`config.mk`:
```
export PLATFORM = sky130hd
export DESIGN_NAME = freqLimitTimer
export DESIGN_NICKNAME = d
export VERILOG_FILES = /design/src/rtl/frqLimitPkg.sv /design/src/rtl/rampCtrl.sv /design/src/rtl/rampPath.sv /design/src/rtl/freqLimitTimer.sv
export SDC_FILE = /design/constraint.sdc
export NUM_CORES = 1
export LEC_CHECK = 0
export BUFFER_PORTS_ARGS = -buffer_cell sky130_fd_sc_hd__buf_2
export CAP_MARGIN = 20
export CORE_MARGIN = 8
export CORE_UTILIZATION = 55
export CTS_CLUSTER_SIZE = 16
export DETAILED_ROUTE_END_ITERATION = 12
export GPL_TIMING_DRIVEN = 0
export PLACE_DENSITY = 0.79
export SYNTH_ARGS = -nofsm -noshare
export SYNTH_HDL_FRONTEND = slang
export SYNTH_SLANG_ARGS = --single-unit
```
`constraint.sdc`:
```
create_clock -name clk -period 3 [get_ports clk]
set_input_delay 0.3 -clock clk [delete_from_list [all_inputs] [get_ports clk]]
set_output_delay 0.3 -clock clk [all_outputs]
set_load 0.005 [all_outputs]
```
`src/rtl/frqLimitPkg.sv`:
```
package frqLimitPkg;

  typedef enum logic [0:0] {
    ST_CHARGE = 1'b0,
    ST_DISCH  = 1'b1
  } rampState_e;

  // strobes from control to datapath
  typedef struct packed {
    logic loadLow;
    logic charge;
  } rampCtl_t;

endpackage

```
`src/rtl/rampCtrl.sv`:
```
module rampCtrl
  import frqLimitPkg::*;
#(
  parameter int DISCH_CYCLES = 2
) (
  input  logic     clk,
  input  logic     rstN,
  input  logic     gateOff,
  input  logic     faultMode,
  output rampCtl_t ctl,
  output logic     discharging
);

  localparam int CNT_W = (DISCH_CYCLES > 1) ? $clog2(DISCH_CYCLES) : 1;
  localparam logic [CNT_W-1:0] CNT_LOAD = CNT_W'(DISCH_CYCLES - 1);

  rampState_e      state;
  logic [CNT_W-1:0] dischCnt;

  always_comb begin
    ctl.loadLow = !faultMode && gateOff;
    ctl.charge  = !faultMode && !gateOff && (state == ST_CHARGE);
    discharging = (state == ST_DISCH);
  end

  always_ff @(posedge clk or negedge rstN) begin
    if (!rstN) begin
      state    <= ST_CHARGE;
      dischCnt <= '0;
    end else if (faultMode) begin
      state    <= state;
      dischCnt <= dischCnt;
    end else if (gateOff) begin
      state    <= ST_DISCH;
      dischCnt <= CNT_LOAD;
    end else if (state == ST_DISCH) begin
      if (dischCnt == '0) begin
        state <= ST_CHARGE;
      end else begin
        dischCnt <= dischCnt - 1'b1;
      end
    end
  end

  // fault select freezes the discharge sequencer
  p_fault_freeze_r8: assert property (@(posedge clk) disable iff (!rstN)
    faultMode |=> ($stable(state) && $stable(dischCnt)));

  // a discharge strobe always lands in the discharge state
  p_enter_disch_r4: assert property (@(posedge clk) disable iff (!rstN)
    ctl.loadLow |=> (state == ST_DISCH));

endmodule

```
`src/rtl/rampPath.sv`:
```
module rampPath
  import frqLimitPkg::*;
#(
  parameter int RAMP_W    = 9,
  parameter int ERR_W     = 8,
  parameter int FRAC_W    = 7,
  parameter int MAX_STEP  = 16,
  parameter int LOW_LVL   = 32,
  parameter int READY_LVL = 192,
  parameter int CEIL_LVL  = 320
) (
  input  logic              clk,
  input  logic              rstN,
  input  logic [ERR_W-1:0]  errWord,
  input  rampCtl_t          ctl,
  input  logic              discharging,
  input  logic              faultMode,
  output logic [RAMP_W-1:0] rampOut,
  output logic              timerReady
);

  localparam int ACC_W    = RAMP_W + FRAC_W;
  localparam int ERR_FULL = 1 << FRAC_W;
  localparam int CLAMP_W  = FRAC_W + 1;
  localparam logic [ACC_W-1:0] LOW_FX   = ACC_W'(LOW_LVL)   << FRAC_W;
  localparam logic [ACC_W-1:0] READY_FX = ACC_W'(READY_LVL) << FRAC_W;
  localparam logic [ACC_W-1:0] CEIL_FX  = ACC_W'(CEIL_LVL)  << FRAC_W;

  logic [CLAMP_W-1:0] errClamp;
  logic [ACC_W-1:0]   acc;
  logic [ACC_W-1:0]   step;
  logic [ACC_W:0]     sum;
  logic [ACC_W-1:0]   nextCharge;

  // clamp the error only when the word can exceed full scale
  generate
    if (ERR_W > FRAC_W) begin : g_clamp
      always_comb begin
        if (errWord > ERR_W'(ERR_FULL)) errClamp = CLAMP_W'(ERR_FULL);
        else                            errClamp = CLAMP_W'(errWord);
      end
    end else begin : g_noClamp
      always_comb errClamp = CLAMP_W'(errWord);
    end
  endgenerate

  always_comb begin
    step = ACC_W'(MAX_STEP) * ACC_W'(errClamp);
    sum  = {1'b0, acc} + {1'b0, step};
    if (sum > {1'b0, CEIL_FX}) nextCharge = CEIL_FX;
    else                       nextCharge = sum[ACC_W-1:0];
  end

  always_ff @(posedge clk or negedge rstN) begin
    if (!rstN)            acc <= LOW_FX;
    else if (ctl.loadLow) acc <= LOW_FX;
    else if (ctl.charge)  acc <= nextCharge;
  end

  assign rampOut    = acc[ACC_W-1:FRAC_W];
  assign timerReady = faultMode || (!discharging && (acc >= READY_FX));

  // ramp stays at or below the ceiling
  p_ceiling_r3: assert property (@(posedge clk) disable iff (!rstN)
    acc <= CEIL_FX);

  // discharge returns the ramp to the low level
  p_load_low_r4: assert property (@(posedge clk) disable iff (!rstN)
    ctl.loadLow |=> (rampOut == RAMP_W'(LOW_LVL)));

  // a charge step never makes the ramp smaller (no wrap)
  p_no_wrap_r7: assert property (@(posedge clk) disable iff (!rstN)
    ctl.charge |=> (acc >= $past(acc)));

  // the ramp is frozen during fault mode
  p_fault_hold_r8: assert property (@(posedge clk) disable iff (!rstN)
    faultMode |=> $stable(acc));

endmodule

```
`src/rtl/freqLimitTimer.sv`:
```
module freqLimitTimer
  import frqLimitPkg::*;
#(
  parameter int RAMP_W       = 9,
  parameter int UNIT         = 64,
  parameter int ERR_W        = 8,
  parameter int FRAC_W       = 7,
  parameter int MAX_STEP     = 16,
  parameter int DISCH_CYCLES = 2
) (
  input  logic              clk,
  input  logic              rstN,
  input  logic [ERR_W-1:0]  errWord,
  input  logic              gateOff,
  input  logic              faultMode,
  output logic [RAMP_W-1:0] rampOut,
  output logic              timerReady
);

  localparam int LOW_LVL   = UNIT / 2;
  localparam int READY_LVL = 3 * UNIT;
  localparam int CEIL_LVL  = 5 * UNIT;

  rampCtl_t ctl;
  logic     discharging;

  rampCtrl #(
    .DISCH_CYCLES(DISCH_CYCLES)
  ) u_ctrl (
    .clk        (clk),
    .rstN       (rstN),
    .gateOff    (gateOff),
    .faultMode  (faultMode),
    .ctl        (ctl),
    .discharging(discharging)
  );

  rampPath #(
    .RAMP_W   (RAMP_W),
    .ERR_W    (ERR_W),
    .FRAC_W   (FRAC_W),
    .MAX_STEP (MAX_STEP),
    .LOW_LVL  (LOW_LVL),
    .READY_LVL(READY_LVL),
    .CEIL_LVL (CEIL_LVL)
  ) u_path (
    .clk        (clk),
    .rstN       (rstN),
    .errWord    (errWord),
    .ctl        (ctl),
    .discharging(discharging),
    .faultMode  (faultMode),
    .rampOut    (rampOut),
    .timerReady (timerReady)
  );

  // permission is withdrawn right after a gate-off
  p_ready_drop_r5: assert property (@(posedge clk) disable iff (!rstN)
    (gateOff && !faultMode) |=> (!timerReady || faultMode));

endmodule

```
Yosys cells after proc, flatten, opt, wreduce, memory -nomap -nowiden
Index checks and enable logic that the tools add are counted.
Widths: inputs -> output; s select.
{"block": "totals", "reg_bits": 18, "latchBits": 0, "mem_bits_rw": 0, "rom_bits": 0, "inputBits": 12, "elab_cells": 31, "mem_count": 0}
{"block": "op_classes", "n_addsub": 2, "n_mul": 0, "div_mod_pow": 0, "magnitude_cmp": 3, "eq_ne": 0, "shifts": 0, "mux": 10, "bitwise": 2, "reduce_logical": 11}
{"operator": "$mux 16", "n": 3}
{"operator": "$add 16x12->17", "n": 1}
{"operator": "$gt 17x16->1 const B", "n": 1}
{"operator": "$ge 16x15->1 const B", "n": 1}
{"operator": "$gt 8x8->1 const B", "n": 1}
{"operator": "$mux 8", "n": 1}
{"operator": "$mux 1", "n": 6}
{"operator": "$logic_and 1x1->1", "n": 4}
{"operator": "$reduce_bool 2->1", "n": 2}
{"operator": "$logic_not 1->1", "n": 3}
{"operator": "$not 1->1", "n": 2}
{"operator": "$reduce_and 2->1", "n": 1}
{"operator": "$logic_or 1x1->1", "n": 1}
{"operator": "$sub 1x1->1 const B", "n": 1}

Depth between registers and ports, before layout
{"block": "logic_depth", "word_depth": 7, "mapped_depth": 9}

Modules after synthesis
From an unflattened synthesis, not the netlist that was laid out.
{"block": "unflattened", "cells_unflattened": 134, "area_unflattened_um2": 1227.4}
{"mod": "rampPath", "instances": 1, "cells_per_inst": 126, "area_each_um2": 1138.6, "seq_area_each_um2": 301.5}
{"mod": "rampCtrl", "instances": 1, "cells_per_inst": 8, "area_each_um2": 88.8, "seq_area_each_um2": 50.0}

Worst setup path before layout
No wires, ideal clock.
{"block": "synth_timing", "path_type": "input port to flip-flop", "from": "in errWord[0]", "to": "reg u_path.acc[4]", "setup_time_ns": 0.122, "arrival_ns": 2.179, "path_slack_ns": 0.700, "path_stages": 9, "path_buffers": 0, "path_cell_list": "nor2b_1 > ha_1 > fa_1 > a211oi_1 > o21ai_1 > and2_2 > nor3_2 > nor4b_4 > a32o_1"}
{"block": "synth_between", "elab_chain_len": 7}
{"item": "start, declared", "line_no": "freqLimitTimer.sv:13", "source": "input logic [ERR_W-1:0] errWord,"}
{"item": "$gt 8x8->1", "line_no": "rampPath.sv:39", "source": "if (errWord > ERR_W'(ERR_FULL)) errClamp = CLAMP_W'(ERR_FULL);"}
{"item": "$mux 8 *", "line_no": "rampPath.sv:39"}
{"item": "$add 16x12->17 *", "line_no": "rampPath.sv:49", "source": "sum = {1'b0, acc} + {1'b0, step};"}
{"item": "$gt 17x16->1", "line_no": "rampPath.sv:50", "source": "if (sum > {1'b0, CEIL_FX}) nextCharge = CEIL_FX;"}
{"item": "$mux 16 *", "line_no": "rampPath.sv:50"}
{"item": "$mux 16 *", "line_no": "rampPath.sv:57", "source": "else if (ctl.charge) acc <= nextCharge;"}
{"item": "$mux 16 *", "line_no": "rampPath.sv:56", "source": "else if (ctl.loadLow) acc <= LOW_FX;"}
{"item": "end signal, assigned", "line_no": "rampPath.sv:57"}
{"item": "end, declared", "line_no": "rampPath.sv:30", "source": "logic [ACC_W-1:0] acc;"}
Every way passes the cells marked *; elsewhere a longest branch is shown, timed or not. The select of a mux whose other input is x is not followed.
A chain may end at the register's enable or synchronous reset.

Worst setup path in the final report
{"block": "layout_timing", "from": "reg u_path.acc[4]", "to": "reg u_path.acc[5]"}
{"block": "layout_between", "elab_chain_len": 5}
{"item": "$add 16x12->17 *", "line_no": "rampPath.sv:49"}
{"item": "$gt 17x16->1", "line_no": "rampPath.sv:50"}
{"item": "$mux 16 *", "line_no": "rampPath.sv:50"}
{"item": "$mux 16 *", "line_no": "rampPath.sv:57"}
{"item": "$mux 16 *", "line_no": "rampPath.sv:56"}
Marked as above.

==> impl_metrics.env <==
export IMPL_root_buffer="clkbuf_4"
export IMPL_start_util_pct=57.1
export IMPL_min_period_ns=2.68
export IMPL_drv_slew=0
export IMPL_path_class="reg -> reg"
export IMPL_cts_tree="built"
export IMPL_area_growth_pct=14.9
export IMPL_highest_layer="met4"
export IMPL_power_density_nw_per_um2=423
export IMPL_grt_pass1_wl_mm=5.00
export IMPL_synth_top_area_cell="dfrtp_1"
export IMPL_multi_input_area_um2=807
export IMPL_status="finished, final reports clean"
export IMPL_routed_wl_met3_um=58
export IMPL_ant_nets=0
export IMPL_drt_drc_violations_left=0
export IMPL_grt_max_degree=15
export IMPL_nFillCells=192
export IMPL_num_vias=1130
export IMPL_synth_top_area_share_pct=26.0
export IMPL_die_width_um=63.7
export IMPL_drive_gt1_share_pct=26.4
export IMPL_globalRouteOverflowTotal=0
export IMPL_internal_power_mw=0.401
export IMPL_cts_htree_levels=1
export IMPL_clk_latency_ns=0.29
export IMPL_pwr_share_clk_pct=23.3
export IMPL_first_global_vias=1153
export IMPL_cts_resized=0
export IMPL_clockBufferDepth=2
export IMPL_core_area_um2=2190
export IMPL_synth_common_cells="dfrtp_1, nand2_1, buf_4"
export IMPL_synth_edf_count=0
export IMPL_ff_latch_area_um2=352
export IMPL_max_vdd_ir_drop_uv=307
export IMPL_max_freq_mhz=372
export IMPL_static_leakage_power_nw=0.696
export IMPL_setup_tns_ns=0
export IMPL_power_switching_fraction_pct=34.1
export IMPL_crit_fanout=9
export IMPL_total_power_mw=0.608
export IMPL_worst_pin_slew_ns=0.845
export IMPL_ys_seq_area_share_pct=28.1
export IMPL_die_area_um2=4050
export IMPL_antenna_found_initial=0
export IMPL_drt_pre_antenna_iters=4
export IMPL_slew_headroom_pct=43.5
export IMPL_synth_avg_cell_area_um2=9.12
export IMPL_via_per_inst=5.92
export IMPL_m1WireLength_mm=1.21
export IMPL_clock_sinks=14
export IMPL_yosysMostFrequentCell="dfrtp_1"
export IMPL_place_detailed_hpwl_mm=2.09
export IMPL_postLayoutCoreUtil_pct=65.6
export IMPL_cp_data_arrival_time_ns=2.91
export IMPL_die_h_um=63.7
export IMPL_cp_end_kind="register"
export IMPL_nets=185
export IMPL_io_buffer_count=21
export IMPL_rsz0062_at_grt="no"
export IMPL_worstHoldPathType="in -> reg"
export IMPL_p_sw_mw=0.207
export IMPL_yosys_warnings=0
export IMPL_ys_flop_type="dfrtp_1"
export IMPL_path_clk_slew_ns=0.09
export IMPL_cts_buffers=3
export IMPL_wl_mm=2.77
export IMPL_hold_viol=0
export IMPL_wl_per_cell_um=14.5
export IMPL_combPwrFrac_pct=36.8
export IMPL_p_seq_share_pct=39.9
export IMPL_async_flop_share_pct=100
export IMPL_dr_wl_met2_mm=1.47
export IMPL_insertedDiodeCount=0
export IMPL_synth_cell_types=47
export IMPL_critPathLaunchType="register"
export IMPL_synth_nets=158
export IMPL_rows=17
export IMPL_gp_congestion=0.832
export IMPL_drt_iter0_markers=57
export IMPL_syn_cell_area_um2=1250
export IMPL_synth_cells=137
export IMPL_grt_util_all_layers_pct=14.7
export IMPL_synth_area_top_cells="dfrtp_1, ha_1, a32o_1, buf_4, nand2_1"
export IMPL_finClkSkew_ns=0.00481
export IMPL_ios=22
export IMPL_required_ns=3.22
export IMPL_post_route_period_util_pct=89.5
export IMPL_setup_violations=0
export IMPL_cap_violations=0
export IMPL_ys_seq_elements=14
critical path, stage by stage (launching register included):
cell	delay [ns]
dfrtp_1	0.39
ha_1	0.24
fa_1	0.44
a211oi_1	0.29
or2_1	0.17
a21boi_1	0.14
a21oi_1	0.67
a32o_1	0.28
timing repair:
action | CTS | global route
endpoints found under the hold margin | 13 | 0
hold buffers | 1 | 0
buffers inserted | 0 | 0
kinds of logic after synthesis:
kind of cell,synth area share [%]
adders and majority gates,9.61
buffers and inverters,7.31
DFF,28.1
AOI/OAI and AO/OA,27.8
xor gates and xnor gates,5.61
and+or+nand+nor,21.5
cells in the final DEF, fill, tap and decap left out, types with 2 or more instances in the layout:
cell,count
a21o_1,3
a21oi_1,8
nand2_1,12
inv_1,3
nor3b_1,2
o21ai_1,4
nor2_1,2
o21ai_0,4
a211oi_1,3
xor2_1,5
nand3_1,7
a2111oi_0,2
clkbuf_1,2
dfrtp_1,13
nor4_1,3
buf_4,9
o21bai_1,2
nor2b_1,7
a32o_1,8
nand2b_1,2
ha_1,8
xnor2_1,3
clkbuf_4,3
buf_2,22
worst paths after layout:
| path | startpoint | endpoint | slack [ns] | depth (start not counted) |
|---|---|---|---|---|
| hold / removal | faultMode | u_path.acc[14] | 0.33 | 3 |
| setup / recovery | u_path.acc[4] | u_path.acc[5] | 0.32 | 7 |
| min in group asynchronous | rstN | u_path.acc[6] | 0.42 | 2 |
| hold reg to reg | u_path.acc[4] | u_path.acc[4] | 0.50 | 1 |
| setup reg to reg | u_path.acc[4] | u_path.acc[5] | 0.32 | 7 |
| max in group asynchronous | rstN | u_path.acc[12] | 2.28 | 2 |
stage by stage:
step / worst slack, ns / std cells / hold slack [ns] / area, um^2
after floorplan: 0.700 / 137 / 0.00441 / 1250
after global placement: 0.203 / 186 / 0.220 / 1390
after detailed placement: 0.153 / 186 / 0.222 / 1390
after CTS: 0.308 / 191 / 0.320 / 1440
after global routing: 0.0926 / 191 / 0.318 / 1440
final: 0.315 / 191 / 0.327 / 1440
flip-flops by register name, summed over array words and instances, names as in the netlist:
| name | count |
|---|---|
| u_path.acc | 12 |
| u_ctrl.dischCnt | 1 |
| u_ctrl.discharging | 1 |
power groups by stage:
stage	Clock, mW	Sequential [mW]	Combinational, mW
global route	0.159	0.247	0.253
global placement	0	0.244	0.217
finish	0.142	0.242	0.224
floorplan	0	0.240	0.166
detailed placement	0	0.246	0.224
CTS	0.147	0.243	0.226
layer usage:
metal	GRT usage, %	up-vias
met5	0	-
met3	2.47	4
met2	26.4	14
met4	5.01	0
li1	-	567
met1	17.1	545
layout make-up:
| cell class | count | share of cell area [%] |
|---|---|---|
| Multi-Input combinational cell | 108 | 56.2 |
| Sequential cell | 14 | 24.5 |
| Timing Repair Buffer | 22 | 8.01 |
| Buffer | 12 | 5.57 |
| Clock buffer | 4 | 2.53 |
| Tap cell | 28 | 2.44 |
| Inverter | 3 | 0.784 |
Power figures use the tool's default switching activity.
